### src/rtl/seq_pkg.sv
package seq_pkg;
  typedef enum logic [1:0] {
    ST_IDLE   = 2'd0,
    ST_SETUP  = 2'd1,
    ST_STROBE = 2'd2,
    ST_HOLD   = 2'd3
  } seq_state_e;
endpackage

### src/rtl/seq_rst_sync.sv
module seq_rst_sync #(
  parameter int STAGES = 2
) (
  input  logic clk,
  input  logic rst_n,
  output logic rst_n_sync
);
  logic [STAGES-1:0] sync_q;

  always_ff @(posedge clk or negedge rst_n) begin
    if (!rst_n) sync_q <= '0;
    else        sync_q <= {sync_q[STAGES-2:0], 1'b1};
  end

  assign rst_n_sync = sync_q[STAGES-1];
endmodule

### src/rtl/seq_pair_collect.sv
module seq_pair_collect #(
  parameter int DATA_W = 8,
  parameter int SEL_W  = 2
) (
  input  logic              clk,
  input  logic              rst_n,
  input  logic              in_valid,
  input  logic [DATA_W-1:0] in_data,
  output logic              in_ready,
  input  logic              pop,
  output logic [DATA_W-1:0] pair_data,
  output logic [SEL_W-1:0]  pair_sel,
  output logic              pair_full
);
  logic              run_q;
  logic              phase_q, phase_d;
  logic              full_q, full_d;
  logic [DATA_W-1:0] data_q;
  logic [SEL_W-1:0]  sel_q;
  logic              take;
  logic              take_data, take_ctl;

  assign in_ready  = run_q & ~full_q;
  assign take      = in_valid & in_ready;
  assign take_data = take & ~phase_q;
  assign take_ctl  = take & phase_q;

  always_comb begin
    phase_d = phase_q;
    full_d  = full_q;
    if (take) phase_d = ~phase_q;
    if (take_ctl) full_d = 1'b1;
    else if (pop) full_d = 1'b0;
  end

  always_ff @(posedge clk or negedge rst_n) begin
    if (!rst_n) begin
      run_q   <= 1'b0;
      phase_q <= 1'b0;
      full_q  <= 1'b0;
    end else begin
      run_q   <= 1'b1;
      phase_q <= phase_d;
      full_q  <= full_d;
    end
  end

  always_ff @(posedge clk or negedge rst_n) begin
    if (!rst_n) data_q <= '0;
    else if (take_data) data_q <= in_data;
  end

  always_ff @(posedge clk or negedge rst_n) begin
    if (!rst_n) sel_q <= '0;
    else if (take_ctl) sel_q <= in_data[SEL_W-1:0];
  end

  assign pair_data = data_q;
  assign pair_sel  = sel_q;
  assign pair_full = full_q;

  assert_hold_pair_R3: assert property (@(posedge clk) disable iff (!rst_n)
    (full_q && !pop) |=> (full_q && $stable(data_q) && $stable(sel_q)));

  assert_no_take_when_full_R3: assert property (@(posedge clk) disable iff (!rst_n)
    full_q |-> !in_ready);
endmodule

### src/rtl/seq_delay_timer.sv
module seq_delay_timer #(
  parameter int CNT_W = 8
) (
  input  logic             clk,
  input  logic             rst_n,
  input  logic             load,
  input  logic [CNT_W-1:0] load_val,
  output logic             expired
);
  logic [CNT_W-1:0] cnt_q, cnt_d;
  logic [CNT_W-1:0] eff_val;

  assign eff_val = (load_val == '0) ? {{(CNT_W-1){1'b0}}, 1'b1} : load_val;

  always_comb begin
    cnt_d = cnt_q;
    if (load) cnt_d = eff_val;
    else if (cnt_q != '0) cnt_d = cnt_q - 1'b1;
  end

  always_ff @(posedge clk or negedge rst_n) begin
    if (!rst_n) cnt_q <= '0;
    else        cnt_q <= cnt_d;
  end

  assign expired = (cnt_q == {{(CNT_W-1){1'b0}}, 1'b1});

  assert_load_nonzero_R4: assert property (@(posedge clk) disable iff (!rst_n)
    load |=> (cnt_q != '0));
endmodule

### src/rtl/seq_fsm.sv
module seq_fsm
  import seq_pkg::*;
#(
  parameter int DATA_W  = 8,
  parameter int SEL_W   = 2,
  parameter int NUM_STB = 3,
  parameter int CNT_W   = 8
) (
  input  logic              clk,
  input  logic              rst_n,
  input  logic              flag_in,
  input  logic              pair_full,
  input  logic [DATA_W-1:0] pair_data,
  input  logic [SEL_W-1:0]  pair_sel,
  output logic              pop,
  input  logic [CNT_W-1:0]  cfg_setup,
  input  logic [CNT_W-1:0]  cfg_width,
  input  logic [CNT_W-1:0]  cfg_hold,
  output logic [DATA_W-1:0] bus_data,
  output logic [NUM_STB-1:0] strobe_out
);
  seq_state_e state_q, state_d;
  logic              flag_q;
  logic [DATA_W-1:0] bus_q;
  logic [SEL_W-1:0]  sel_q;
  logic [NUM_STB-1:0] strobe_q, strobe_d, sel_hot;
  logic              tmr_load, tmr_exp;
  logic [CNT_W-1:0]  tmr_val;

  seq_delay_timer #(.CNT_W(CNT_W)) u_timer (
    .clk      (clk),
    .rst_n    (rst_n),
    .load     (tmr_load),
    .load_val (tmr_val),
    .expired  (tmr_exp)
  );

  for (genvar g = 0; g < NUM_STB; g++) begin : g_dec
    assign sel_hot[g] = (sel_q == SEL_W'(g + 1));
  end

  always_comb begin
    state_d  = state_q;
    pop      = 1'b0;
    tmr_load = 1'b0;
    tmr_val  = cfg_setup;
    unique case (state_q)
      ST_IDLE: begin
        if (pair_full && flag_q) begin
          state_d  = ST_SETUP;
          pop      = 1'b1;
          tmr_load = 1'b1;
          tmr_val  = cfg_setup;
        end
      end
      ST_SETUP: begin
        if (tmr_exp) begin
          state_d  = ST_STROBE;
          tmr_load = 1'b1;
          tmr_val  = cfg_width;
        end
      end
      ST_STROBE: begin
        if (tmr_exp) begin
          state_d  = ST_HOLD;
          tmr_load = 1'b1;
          tmr_val  = cfg_hold;
        end
      end
      ST_HOLD: begin
        if (tmr_exp) state_d = ST_IDLE;
      end
      default: state_d = ST_IDLE;
    endcase
  end

  assign strobe_d = (state_d == ST_STROBE) ? sel_hot : '0;

  always_ff @(posedge clk or negedge rst_n) begin
    if (!rst_n) begin
      state_q  <= ST_IDLE;
      flag_q   <= 1'b0;
      strobe_q <= '0;
    end else begin
      state_q  <= state_d;
      flag_q   <= flag_in;
      strobe_q <= strobe_d;
    end
  end

  always_ff @(posedge clk or negedge rst_n) begin
    if (!rst_n) begin
      bus_q <= '0;
      sel_q <= '0;
    end else if (pop) begin
      bus_q <= pair_data;
      sel_q <= pair_sel;
    end
  end

  assign bus_data   = bus_q;
  assign strobe_out = strobe_q;

  assert_strobe_onehot_R2: assert property (@(posedge clk) disable iff (!rst_n)
    $onehot0(strobe_q));

  assert_strobe_in_phase_R5: assert property (@(posedge clk) disable iff (!rst_n)
    (strobe_q != '0) |-> (state_q == ST_STROBE));

  assert_bus_stable_R6: assert property (@(posedge clk) disable iff (!rst_n)
    (state_q != ST_IDLE && $past(state_q) != ST_IDLE) |-> $stable(bus_q));

  assert_start_gated_R7: assert property (@(posedge clk) disable iff (!rst_n)
    (state_q == ST_SETUP && $past(state_q) == ST_IDLE) |-> ($past(flag_q) && $past(pair_full)));
endmodule

### src/rtl/strobe_pair_sequencer.sv
module strobe_pair_sequencer #(
  parameter int DATA_W  = 8,
  parameter int NUM_STB = 3,
  parameter int CNT_W   = 8
) (
  input  logic               clk,
  input  logic               rst_n,
  input  logic               in_valid,
  input  logic [DATA_W-1:0]  in_data,
  output logic               in_ready,
  input  logic               flag_in,
  input  logic [CNT_W-1:0]   cfg_setup,
  input  logic [CNT_W-1:0]   cfg_width,
  input  logic [CNT_W-1:0]   cfg_hold,
  output logic [DATA_W-1:0]  bus_data,
  output logic [NUM_STB-1:0] strobe_out
);
  localparam int SEL_W = $clog2(NUM_STB + 1);

  logic              rst_n_int;
  logic              pop, pair_full;
  logic [DATA_W-1:0] pair_data;
  logic [SEL_W-1:0]  pair_sel;

  seq_rst_sync #(.STAGES(2)) u_rst (
    .clk        (clk),
    .rst_n      (rst_n),
    .rst_n_sync (rst_n_int)
  );

  seq_pair_collect #(.DATA_W(DATA_W), .SEL_W(SEL_W)) u_collect (
    .clk       (clk),
    .rst_n     (rst_n_int),
    .in_valid  (in_valid),
    .in_data   (in_data),
    .in_ready  (in_ready),
    .pop       (pop),
    .pair_data (pair_data),
    .pair_sel  (pair_sel),
    .pair_full (pair_full)
  );

  seq_fsm #(.DATA_W(DATA_W), .SEL_W(SEL_W), .NUM_STB(NUM_STB), .CNT_W(CNT_W)) u_fsm (
    .clk        (clk),
    .rst_n      (rst_n_int),
    .flag_in    (flag_in),
    .pair_full  (pair_full),
    .pair_data  (pair_data),
    .pair_sel   (pair_sel),
    .pop        (pop),
    .cfg_setup  (cfg_setup),
    .cfg_width  (cfg_width),
    .cfg_hold   (cfg_hold),
    .bus_data   (bus_data),
    .strobe_out (strobe_out)
  );
endmodule

### config.mk
export PLATFORM = sky130hd
export DESIGN_NAME = strobe_pair_sequencer
export DESIGN_NICKNAME = d
export VERILOG_FILES = /design/src/rtl/seq_pkg.sv /design/src/rtl/seq_rst_sync.sv /design/src/rtl/seq_pair_collect.sv /design/src/rtl/seq_delay_timer.sv /design/src/rtl/seq_fsm.sv /design/src/rtl/strobe_pair_sequencer.sv
export SDC_FILE = /design/constraint.sdc
export NUM_CORES = 1
export LEC_CHECK = 0
export BUFFER_PORTS_ARGS = -buffer_cell sky130_fd_sc_hd__buf_4
export CORE_AREA = 2 2 65 67
export CTS_BUF_LIST = sky130_fd_sc_hd__clkbuf_16
export DETAILED_ROUTE_END_ITERATION = 16
export DIE_AREA = 0 0 67 69
export PLACE_DENSITY = 0.76
export SYNTH_ARGS = -nofsm -noshare
export SYNTH_HDL_FRONTEND = slang
export SYNTH_HIERARCHICAL = 1
export SYNTH_SLANG_ARGS = --single-unit
### constraint.sdc
create_clock -name clk -period 1.6 [get_ports clk]
set_input_delay 0.08 -clock clk [delete_from_list [all_inputs] [get_ports clk]]
set_output_delay 0.08 -clock clk [all_outputs]
set_load 0.03 [all_outputs]
==> reports/results.ini <==
[final_layout]
fin_util_pct = 74.2
num-fill-cells = 271
final_net_count = 289
p_r_area_growth_vs_syn_pct = 46.6
ff_latch_area_um2 = 976
finalInstanceArea_um2 = 2900
antenna-diode-count = 0
drive_above_1_share_pct = 50.0
multi_input_combinational_cell_area_um2 = 1030

[global_routing]
number_of_antenna_violations_at_the_first_check_in_global_routing = 0
via_count_of_the_first_global_routing_pass = 1789
global_route_wire_length_before_repair_um = 8050
grt.overflow.total = 0
grt_start_max_net_pins = 38
grt.total_usage_pct = 22.9

[synth]
netlist.top_cell.by_area = sky130_fd_sc_hd__dfrtp_1
synthesis.area_um2 = 1980
ys_top_cells_by_area = sky130_fd_sc_hd__dfrtp_1, sky130_fd_sc_hd__mux2_2, sky130_fd_sc_hd__mux2_4, sky130_fd_sc_hd__ha_1, sky130_fd_sc_hd__o2bb2ai_1
number_of_flops_mapped_to_enable_cells_by_yosys = 0
yosys_warnings = 6
yosysSeqAreaShare_pct = 49.3
synth.avg_cell_area_um2 = 12.0
synth.most_common_cell = sky130_fd_sc_hd__dfrtp_1
synth_common_cells = sky130_fd_sc_hd__dfrtp_1, sky130_fd_sc_hd__mux2_2, sky130_fd_sc_hd__inv_1
ys_seq_elements = 39
postSynthCellCount = 165
synth_top_flop_cell = sky130_fd_sc_hd__dfrtp_1
synth_largest_type_area_fraction_pct = 49.3
mappedNetlistNets = 209
synth_cell_types = 43
postSynth.asyncResetShare_pct = 100

[die]
die_y_um = 69
die_w_um = 67
core_um2 = 3910
design.die.area_um2 = 4620
boundaryPins = 48
floorplan.initialDensity_pct = 50.6
floorplan.rows = 23

[drt]
routed-via-count = 1663
routed_via_density = 5.62
drc_errors = 0
routedWlPerCell_um = 16.6
drt_iter0_markers = 68
route.final.wire_length_um = 4920
firstDrtPassIters = 4
postRouteAntennaNets = 0

[placement]
dp_hpwl_um = 3580
post-place-ws_ps = -758
place.port_buffers = 47
post_dp_cell_area_um2 = 2670
gp_congestion = 0.873

[clock_network]
cts.clk_slew.worst_paths_ps = 60
clock_network_latency_to_the_later_pin_of_the_worst_skew_pair_ps = 280
clk_root_buffer_cell = sky130_fd_sc_hd__clkbuf_16
tritoncts = done
clk_path_buf_depth = 2
clock_sinks = 39
htree_levels = 2
cts_made_buffers = 5
post-cts-setup-buffers = 0

[outcome]
outcome = finished with violations
violated_checks = negative setup slack

[worst_setup_path]
worstSetupStartpointType = flop
cp_cell_instances = or4_4 -> nor4b_4 -> o21ai_4 -> o2bb2ai_2 -> nor4_2 -> a21oi_1 -> a221oi_1
arrival_ps = 2490
maximum_single_stage_delay_on_the_critical_path_ps = 550
timing.setup.critical_path_class = flop to flop
timing.critical_path.required_ps = 1780
crit_fanout = 8
r2r.worst_path.cells = 7
slowest_stage = sky130_fd_sc_hd__or4_4
worstSetupEndpointType = flop

[timing]
hold_violations = 0
grt_setup_unrepaired = yes
finalWorstPathRequiredPeriod_ps = 2310
max_clock_freq_ghz = 0.433
finClkSkew_ps = 4.54
layout_setup_ws_ps = -711
timing_max_transition_violations_final = 0
finalHoldWorstSlack_ps = 29.7
final.period_utilization_pct = 144
report.final.setup_viol = 13

[hold_path]
hp-class = primary input to flop
holdPathStages = 2

[power_and_ir_drop]
totalPowerFinal_mw = 2.22
pwr_density_cell_nw_per_um2 = 763
max_rail_drop_vdd_mv = 0.742
leakage_power_total_nw = 1.39

[job]
timing.max_cap.violations = 0

[where the power goes]
part	switching (mW)	leakage [nW]	total (mW)	internal, mW
Clock	0.369	0.0812	1.09	0.726
Sequential	0.00268	0.512	0.995	0.992
Combinational	0.0491	0.796	0.126	0.0772
[final cells by class]
cell class                 count  share of cell area (%)
inverter                      11                    1.42
clock inverter                 3                    1.34
sequential                    39                    33.6
timing repair buffer          79                    21.7
clock buffer                   5                    4.31
tap                           50                    2.16
multi-input combinational    109                    35.4
[final timing paths]
check,start,end,slack [ps]
min in group asynchronous,rst_n,u_rst/sync_q[1]$_DFF_PN0_,130
worst max-delay path,u_fsm/u_timer/cnt_q[5]$_DFFE_PN0P_,u_fsm/u_timer/cnt_q[0]$_DFFE_PN0P_,-710
max in group asynchronous,u_rst/sync_q[1]$_DFF_PN0_,u_fsm/u_timer/cnt_q[7]$_DFFE_PN0P_,1000
worst min register to register,u_rst/sync_q[1]$_DFF_PN0_,u_collect/phase_q$_DFFE_PN0N_,280
worst max register to register,u_fsm/u_timer/cnt_q[5]$_DFFE_PN0P_,u_fsm/u_timer/cnt_q[0]$_DFFE_PN0P_,-710
worst min-delay path,in_data[6],u_collect/pair_data[6]$_DFFE_PN0P_,30
[layout by cell type, fill, tap and decap left out, drive strengths merged, types with 2 or more instances in the layout]
cell type	instances
a21oi	2
a221oi	3
a22oi	8
buf	77
clkbuf	5
clkinv	2
conb	2
dfrtp	39
dlygate4sd3	2
ha	8
inv	11
mux2	20
nand2	5
nand2b	3
nand3	2
nor2	7
nor3	3
nor4	6
o21ai	5
o2bb2ai	8
o31a	2
o31ai	3
or4	3
xnor2	4
[per-stage QoR]
stage	TNS [ps]	cells
2_1_floorplan	-7950	165
3_3_place_gp	-6720	286
3_5_place_dp	-7430	286
4_1_cts	-7290	296
5_1_grt	-8600	296
6_report	-7230	296
[critical path: cells and delay by family (launching register included)]
kind             cells  cell delay, ps
AO/OA/AOI/OAI        4             670
flip-flops           1             370
AND/OR/NAND/NOR      3            1170
[flip-flops by register name, indices dropped and copies added (netlist names)]
register	count
u_collect/pair_sel	2
u_fsm/sel_q	2
u_collect/pair_full	1
u_collect/phase_q	1
u_fsm/bus_data	8
u_collect/pair_data	8
u_fsm/flag_q	1
u_collect/run_q	1
u_fsm/state_q	2
u_rst/sync_q	2
u_fsm/strobe_out	3
u_fsm/u_timer/cnt_q	8
[logic make-up after synthesis]
kind of cell             after synthesis  share of synthesized area, %
XOR/XNOR                               4                          1.77
AND/OR/NAND/NOR                       38                          11.5
adder cells (fa/ha/maj)                8                          5.05
other                                  2                         0.379
flip-flops                            39                          49.3
buffers and inverters                 17                          4.17
AO/OA/AOI/OAI                         37                          15.0
multiplexers                          20                          12.9
[routing by layer]
metal | track usage [%] | vias to the layer above | part of all wire (%) | wire [um]
li1 | - | 770 | - | -
met1 | 23.2 | 815 | 38 | 1880
met2 | 42.4 | 66 | 53 | 2630
met3 | 6.04 | 12 | 6.1 | 302
met4 | 9.75 | 0 | 2.3 | 111
met5 | 0 | - | 0 | 0
[timing repair]
action | 4_1_cts | 5_1_grt
pin swaps | 3 | 2
resized for setup | 5 | 2
hold endpoints to repair | 3 | 0
setup endpoints to repair | 13 | 20
hold buffers | 2 | 0
Power figures use the tool's default switching activity.
